<file path="src/rtl/fir_mac_pkg.sv">
package fir_mac_pkg;
  typedef enum logic [1:0] {
    ST_IDLE  = 2'd0,
    ST_PRIME = 2'd1,
    ST_RUN   = 2'd2
  } seq_state_t;
endpackage

</file>
<file path="src/rtl/mac_loop_ctrl.sv">
module mac_loop_ctrl
  import fir_mac_pkg::*;
#(
  parameter int CNT_W = 9
) (
  input  logic             clk,
  input  logic             rst_n,
  input  logic             start,
  input  logic [CNT_W-1:0] taps,
  output logic             load,
  output logic             fetch,
  output logic             mac_en,
  output logic             finish,
  output logic             busy
);
  seq_state_t       state;
  logic [CNT_W-1:0] remain;

  // Loop test runs alongside the MAC: finish and fetch decode the counter directly.
  assign load   = start && (state == ST_IDLE);
  assign mac_en = (state == ST_RUN);
  assign busy   = (state != ST_IDLE);
  assign finish = ((state == ST_PRIME) && (remain == '0)) ||
                  ((state == ST_RUN) && (remain == CNT_W'(1)));
  assign fetch  = (state == ST_PRIME) ||
                  ((state == ST_RUN) && (remain > CNT_W'(1)));

  always_ff @(posedge clk or negedge rst_n) begin
    if (!rst_n) begin
      state  <= ST_IDLE;
      remain <= '0;
    end else begin
      case (state)
        ST_IDLE: begin
          if (start) begin
            remain <= taps;
            state  <= ST_PRIME;
          end
        end
        ST_PRIME: begin
          state <= (remain == '0) ? ST_IDLE : ST_RUN;
        end
        ST_RUN: begin
          remain <= remain - CNT_W'(1);
          if (remain == CNT_W'(1)) state <= ST_IDLE;
        end
        default: state <= ST_IDLE;
      endcase
    end
  end

  // a start while busy never restarts the priming step
  assert_busy_start_ignored_R6: assert property (@(posedge clk) disable iff (!rst_n)
    (busy && start) |=> (state != ST_PRIME));

  // every run cycle consumes exactly one tap
  assert_one_tap_per_cycle_R5: assert property (@(posedge clk) disable iff (!rst_n)
    (state == ST_RUN && remain > CNT_W'(1)) |=>
      (state == ST_RUN && remain == $past(remain) - CNT_W'(1)));

  // zero taps leave straight after priming
  assert_zero_taps_exit_R7: assert property (@(posedge clk) disable iff (!rst_n)
    (state == ST_PRIME && remain == '0) |=> (state == ST_IDLE));
endmodule

</file>
<file path="src/rtl/mac_addr_gen.sv">
module mac_addr_gen #(
  parameter int ADDR_W = 8
) (
  input  logic              clk,
  input  logic              rst_n,
  input  logic              load,
  input  logic              advance,
  input  logic [ADDR_W-1:0] base_idx,
  output logic [ADDR_W-1:0] coef_ptr,
  output logic [ADDR_W-1:0] smp_ptr
);
  logic [ADDR_W-1:0] ptr_sum;

  always_ff @(posedge clk or negedge rst_n) begin
    if (!rst_n) begin
      coef_ptr <= '0;
      smp_ptr  <= '0;
    end else if (load) begin
      coef_ptr <= '0;
      smp_ptr  <= base_idx;
    end else if (advance) begin
      coef_ptr <= coef_ptr + ADDR_W'(1);
      smp_ptr  <= smp_ptr - ADDR_W'(1);
    end
  end

  assign ptr_sum = coef_ptr + smp_ptr;

  // loading points at coefficient 0 and the newest sample
  assert_load_base_R1: assert property (@(posedge clk) disable iff (!rst_n)
    load |=> (coef_ptr == '0 && smp_ptr == $past(base_idx)));

  // pointers move in opposite directions, so their modular sum is constant
  assert_ptr_sum_kept_R2: assert property (@(posedge clk) disable iff (!rst_n)
    (advance && !load) |=> (ptr_sum == $past(ptr_sum)));
endmodule

</file>
<file path="src/rtl/mac_datapath.sv">
module mac_datapath #(
  parameter int DATA_W = 16,
  parameter int ACC_W  = 40
) (
  input  logic                     clk,
  input  logic                     rst_n,
  input  logic                     clear,
  input  logic                     mac_en,
  input  logic                     finish,
  input  logic signed [DATA_W-1:0] coef_in,
  input  logic signed [DATA_W-1:0] smp_in,
  output logic signed [ACC_W-1:0]  result,
  output logic                     done
);
  localparam int PROD_W  = 2 * DATA_W;
  localparam int GUARD_W = ACC_W - PROD_W;

  logic signed [PROD_W-1:0] prod;
  logic signed [ACC_W-1:0]  prod_ext;
  logic signed [ACC_W-1:0]  acc;
  logic signed [ACC_W-1:0]  acc_next;

  assign prod     = coef_in * smp_in;
  assign prod_ext = {{GUARD_W{prod[PROD_W-1]}}, prod};
  assign acc_next = mac_en ? (acc + prod_ext) : acc;

  always_ff @(posedge clk or negedge rst_n) begin
    if (!rst_n) begin
      acc    <= '0;
      result <= '0;
      done   <= 1'b0;
    end else begin
      if (clear)       acc <= '0;
      else if (mac_en) acc <= acc_next;
      done <= finish;
      if (finish) result <= acc_next;
    end
  end

  // done is a single-cycle pulse
  assert_done_single_R4: assert property (@(posedge clk) disable iff (!rst_n)
    done |=> !done);

  // result holds between completions
  assert_result_held_R4: assert property (@(posedge clk) disable iff (!rst_n)
    !finish |=> $stable(result));

  // finishing without any product yields zero
  assert_zero_result_R7: assert property (@(posedge clk) disable iff (!rst_n)
    (finish && !mac_en) |=> (result == '0));
endmodule

</file>
<file path="src/rtl/fir_mac_seq.sv">
module fir_mac_seq #(
  parameter int DATA_W   = 16,
  parameter int ACC_W    = 40,
  parameter int ADDR_W   = 8,
  parameter int MAX_TAPS = 256,
  localparam int CNT_W   = $clog2(MAX_TAPS + 1)
) (
  input  logic                     clk,
  input  logic                     rst_n,
  input  logic                     start,
  input  logic [CNT_W-1:0]         taps,
  input  logic [ADDR_W-1:0]        sample_idx,
  output logic                     coef_rd,
  output logic [ADDR_W-1:0]        coef_addr,
  input  logic signed [DATA_W-1:0] coef_data,
  output logic                     smp_rd,
  output logic [ADDR_W-1:0]        smp_addr,
  input  logic signed [DATA_W-1:0] smp_data,
  output logic signed [ACC_W-1:0]  result,
  output logic                     done
);
  logic load, fetch, mac_en, finish, busy;

  mac_loop_ctrl #(.CNT_W(CNT_W)) ctrl_i (
    .clk    (clk),
    .rst_n  (rst_n),
    .start  (start),
    .taps   (taps),
    .load   (load),
    .fetch  (fetch),
    .mac_en (mac_en),
    .finish (finish),
    .busy   (busy)
  );

  mac_addr_gen #(.ADDR_W(ADDR_W)) agen_i (
    .clk      (clk),
    .rst_n    (rst_n),
    .load     (load),
    .advance  (fetch),
    .base_idx (sample_idx),
    .coef_ptr (coef_addr),
    .smp_ptr  (smp_addr)
  );

  mac_datapath #(.DATA_W(DATA_W), .ACC_W(ACC_W)) dp_i (
    .clk     (clk),
    .rst_n   (rst_n),
    .clear   (load),
    .mac_en  (mac_en),
    .finish  (finish),
    .coef_in (coef_data),
    .smp_in  (smp_data),
    .result  (result),
    .done    (done)
  );

  assign coef_rd = fetch;
  assign smp_rd  = fetch;

  // no memory traffic while idle
  assert_no_fetch_idle_R5: assert property (@(posedge clk) disable iff (!rst_n)
    !busy |-> !coef_rd);

  // completion always ends the busy period
  assert_done_ends_busy_R4: assert property (@(posedge clk) disable iff (!rst_n)
    finish |=> !busy || done);
endmodule

</file>
<file path="config.mk">
export PLATFORM = sky130hd
export DESIGN_NAME = fir_mac_seq
export DESIGN_NICKNAME = d
export VERILOG_FILES = /design/src/rtl/fir_mac_pkg.sv /design/src/rtl/mac_loop_ctrl.sv /design/src/rtl/mac_addr_gen.sv /design/src/rtl/mac_datapath.sv /design/src/rtl/fir_mac_seq.sv
export SDC_FILE = /design/constraint.sdc
export NUM_CORES = 1
export LEC_CHECK = 0
export CAP_MARGIN = 20
export CELL_PAD_IN_SITES_DETAIL_PLACEMENT = 1
export CELL_PAD_IN_SITES_GLOBAL_PLACEMENT = 1
export CORE_MARGIN = 2
export CORE_UTILIZATION = 50
export CTS_BUF_LIST = sky130_fd_sc_hd__clkbuf_4 sky130_fd_sc_hd__clkbuf_8
export CTS_CLUSTER_DIAMETER = 150
export DETAILED_ROUTE_END_ITERATION = 10
export MAX_ROUTING_LAYER = met4
export PLACE_DENSITY = 0.95
export SKIP_CTS_REPAIR_TIMING = 1
export SKIP_LAST_GASP = 1
export SYNTH_ARGS = -nofsm -noshare
export SYNTH_HDL_FRONTEND = slang
export SYNTH_SLANG_ARGS = --single-unit
</file>
<file path="constraint.sdc">
create_clock -name clk -period 13.45 [get_ports clk]
set_input_delay 4.035 -clock clk [delete_from_list [all_inputs] [get_ports clk]]
set_output_delay 4.035 -clock clk [all_outputs]
set_load 0.05 [all_outputs]
</file>
==> run summary <==
The highest net fanout along the worst path was 16. For the final routed database, the setup TNS stands at 0 ps. The logs give 1794 for the synthesized instance count and 0 for the initial antenna violation count. Fraction of final layout cells with drive strength greater than 1: 0.0209.

inv_1 is the most common cell in the netlist. Cell with the most instances on the worst path: fa_1. For the worst setup path, the data required time is 13740 ps.

Capture endpoint of the worst hold path: dp_i.result[13]. Subtracting the final worst setup slack from the clock period gives 11240 ps. For the number of nets in the finished design, the log shows 2359.

The cell type contributing the most total cell area after synthesis was fa_1. After detailed routing, the total wire length is 53500 um. The worst register-to-register path has a setup slack of 7570 ps. The count of buffer and inverter cells on the critical path was 6. The top flip-flop cell by instance count after synthesis was dfrtp_1. The final-report setup violation count came out at 0. Count of flip-flops with a built-in enable after synthesis: 0.

A synthesized cell averages 9.33 um2. The run gives 13188 as the detailed-route via count. Summed over all layers, the global routing overflow is 0.

The complex-gate fraction of the synthesized area is 0.0744, and the wire length of the first global-routing pass is 86600 um. The kind of cell with the highest combined delay along the critical path is adder cells. The cell sitting at the root of the clock tree is a clkbuf_8. The number of slew-limit violations in the final report is 0, and the weighted congestion at the end of routability-driven global placement is 0.897. The flip-flop and latch count after synthesis is 108, and the cell row count is 67.

The clock tree synthesis step divided the H-tree into 3 levels. The tool flagged a number of max-cap violations equal to 0. Setup repair after global routing left no endpoint under its margin. The run gives 44900 um as the detailed placer's ending HPWL. For this run, the number of Yosys warnings is 0. Proportion of netlist area held by the largest area contributor: 0.395. The global-route usage over all layers was 0.329; the vertical extent of the die was 187 um. After clock tree synthesis, the clock-pin slew on the worst setup and hold paths is 100 ps. In this design, the stage delay of the slowest critical-path cell is 770 ps. The logic depth of the worst register-to-register path is 20, and the number of cells in the finished layout apart from fillers is 2310.

Before antenna repair, the detailed router went through 5 iterations. The worst register-to-register path begins at dp_i.acc[15]. By startpoint and endpoint, the worst setup path is classified as input port to flip-flop.

The area growth from synthesis to layout is 9.97%. Mux cell area share after synthesis: 0.00777. Including well taps, the total number of placed cells is 2294. The maximum count of clock buffers along a single path was 2.

The worst max-slew margin expressed relative to the limit is 0.364, and the DRC violations left is 0. The worst hold path begins at dp_i.result[13]. The destination of the worst register-to-register timing path was dp_i.acc[36]. The top-level I/O count was 111; the number of sinks handled by clock tree synthesis was 108. After synthesis, the cell types taking the most area are fa_1 (39%), dfrtp_1 (16%), inv_1 (9.3%). Critical path launch point type: an input port.

Derived from the worst setup path, the maximum achievable clock frequency is 89.0 MHz. Walking the worst path, the cells encountered are clkdlybuf4s50_1 -> nand2_1 -> inv_1 -> fa_1 -> fa_1 -> inv_1 -> fa_1 -> inv_1 -> fa_1 -> fa_1 -> inv_1 -> fa_1 -> inv_1 -> ha_1 -> a21o_1 -> a21o_1 -> a21oi_1 -> o21ai_0 -> a21oi_1 -> nand3_1 -> a221oi_1 -> xnor2_1 -> nand2_1 -> a21oi_1. The tools report the initial standard-cell utilization of the core as 0.503.

For the TritonCTS buffer count, the log shows 9. The final hold violation count was 0; the number of I/O port buffers was 110. After detailed routing, the average wire length per cell comes to 23.1 um. In this run the worst hold path is classified as flip-flop to flip-flop. Sorting the synthesized cells by how often they occur yields inv_1 (413), fa_1 (330), nand2_1 (206). The synthesized-area fraction occupied by and/or/nand/nor cells is 0.137. By area, the combinational part of the netlist is dominated by adder cells. The clock latency of the later-clocked register in the worst-skew pair was 380 ps. The standard cell with the maximum stage delay on the critical path is fa_1.

The slew at the pin closest to its max-slew limit was 952 ps; the share of the synthesized netlist area taken by xor and xnor gates was 0.0288. The area of the core is 0.0333 mm2. The run finished with clean final reports. The via count normalized by instance count came out at 5.71.

The fraction of synthesis flops using an asynchronous set or reset pin is 1.00, and the count of antenna diodes in the layout is 0. The via count of the first global-routing pass is 15569, and the instance count along the most critical hold path is 2. The worst setup path is captured at a flip-flop. The post-synthesis sequential area ratio is 0.161, and the width of the die is 187 um.

After synthesis, the netlist uses 61 different library cells. The fraction of the cycle the final worst path needs is 0.835. The post-synthesis adder-cell area fraction works out to 0.483. The clock skew after layout is 14.0 ps. The first-iteration detailed-routing DRC count is 725.

The count of nets left with antenna violations once routing finished came out at 0. The cell area after technology mapping is 0.0167 mm2. Entering global routing, the biggest net connects 70 pins. Data arrives at the worst endpoint at 11530 ps.

TritonCTS built the clock tree. The logs give 0.0350 mm2 for the total die area and 2295 for the synthesized net count.
-- worst max-delay path by stage --
stage                            endpoint           from  depth (start not counted)
after floorplan           dp_i.result[38]  coef_data[15]                         25
final                        dp_i.acc[36]    smp_data[1]                         24
after CTS                    dp_i.acc[36]    smp_data[1]                         24
after global routing         dp_i.acc[36]  coef_data[15]                         24
after global placement    dp_i.result[38]    smp_data[1]                         24
after detailed placement     dp_i.acc[36]    smp_data[1]                         24
-- cell usage in the layout (no fill, tap or decap), types with 7 or more instances in the layout --
cell type and instances:
inv_1 413, a21o_1 20, ha_1 119, clkdlybuf4s50_1 109
nand3_1 12, xnor2_1 38, nor2_1 98, nand2_1 205
nand4_1 8, o21ai_1 8, o21ai_0 60, clkbuf_8 9
mux2i_1 13, o22ai_1 7, a21oi_1 59, dfrtp_1 108
xor2_1 17, fa_1 330, nor3_1 14, and2_1 117
-- sequential cells by signal, summed over array words and instances (netlist names) --
name	cells
agen_i.smp_ptr	8
agen_i.coef_ptr	8
dp_i.result	40
ctrl_i.state	2
ctrl_i.remain	9
dp_i.done	1
dp_i.acc	40
-- routing by layer --
metal,vias to the layer above,GRT usage,part of all wire
met1,6816,0.386,0.37
met2,615,0.567,0.51
met5,-,-,0
li1,5523,-,-
met4,0,0.160,0.056
met3,234,0.0330,0.058
-- cell type report --
class	instances	area [um2]
fill	3804	14900
multi-input combinational	1207	12200
sequential	108	2700
inverter	416	1560
timing repair buffer	116	1160
tap	448	561
clock buffer	9	124
clock inverter	6	63.8
-- metrics by stage --
step | setup slack (ps) | util | hold WS [ps] | instance area [um2]
2_1_floorplan | 3520 | - | 471 | 16700
6_report | 2210 | 0.553 | 494 | 18400
3_3_place_gp | 2490 | 0.547 | 466 | 18200
3_5_place_dp | 2000 | 0.547 | 476 | 18200
5_1_grt | 1970 | 0.553 | 528 | 18400
4_1_cts | 2320 | 0.553 | 502 | 18400
-- kinds of logic (layout without fill, tap and decap cells) --
family,Yosys count,after routing
AO/OA/AOI/OAI,204,204
XOR/XNOR,55,55
adder cells (fa/ha/maj),449,449
buffers and inverters,479,547
flip-flops,108,108
multiplexers,13,13
AND/OR/NAND/NOR,486,486
-- worst min-delay path, delay by kind of cell, from the launching register on --
| family | cells | cell delay (ps) |
|---|---|---|
| AOI/OAI and AO/OA | 1 | 60 |
| DFF | 1 | 360 |
| and+or+nand+nor | 1 | 50 |
Power is left out: the tool's default activity adds up to more than one toggle a clock period on the data nets, which glitch-free logic cannot reach.
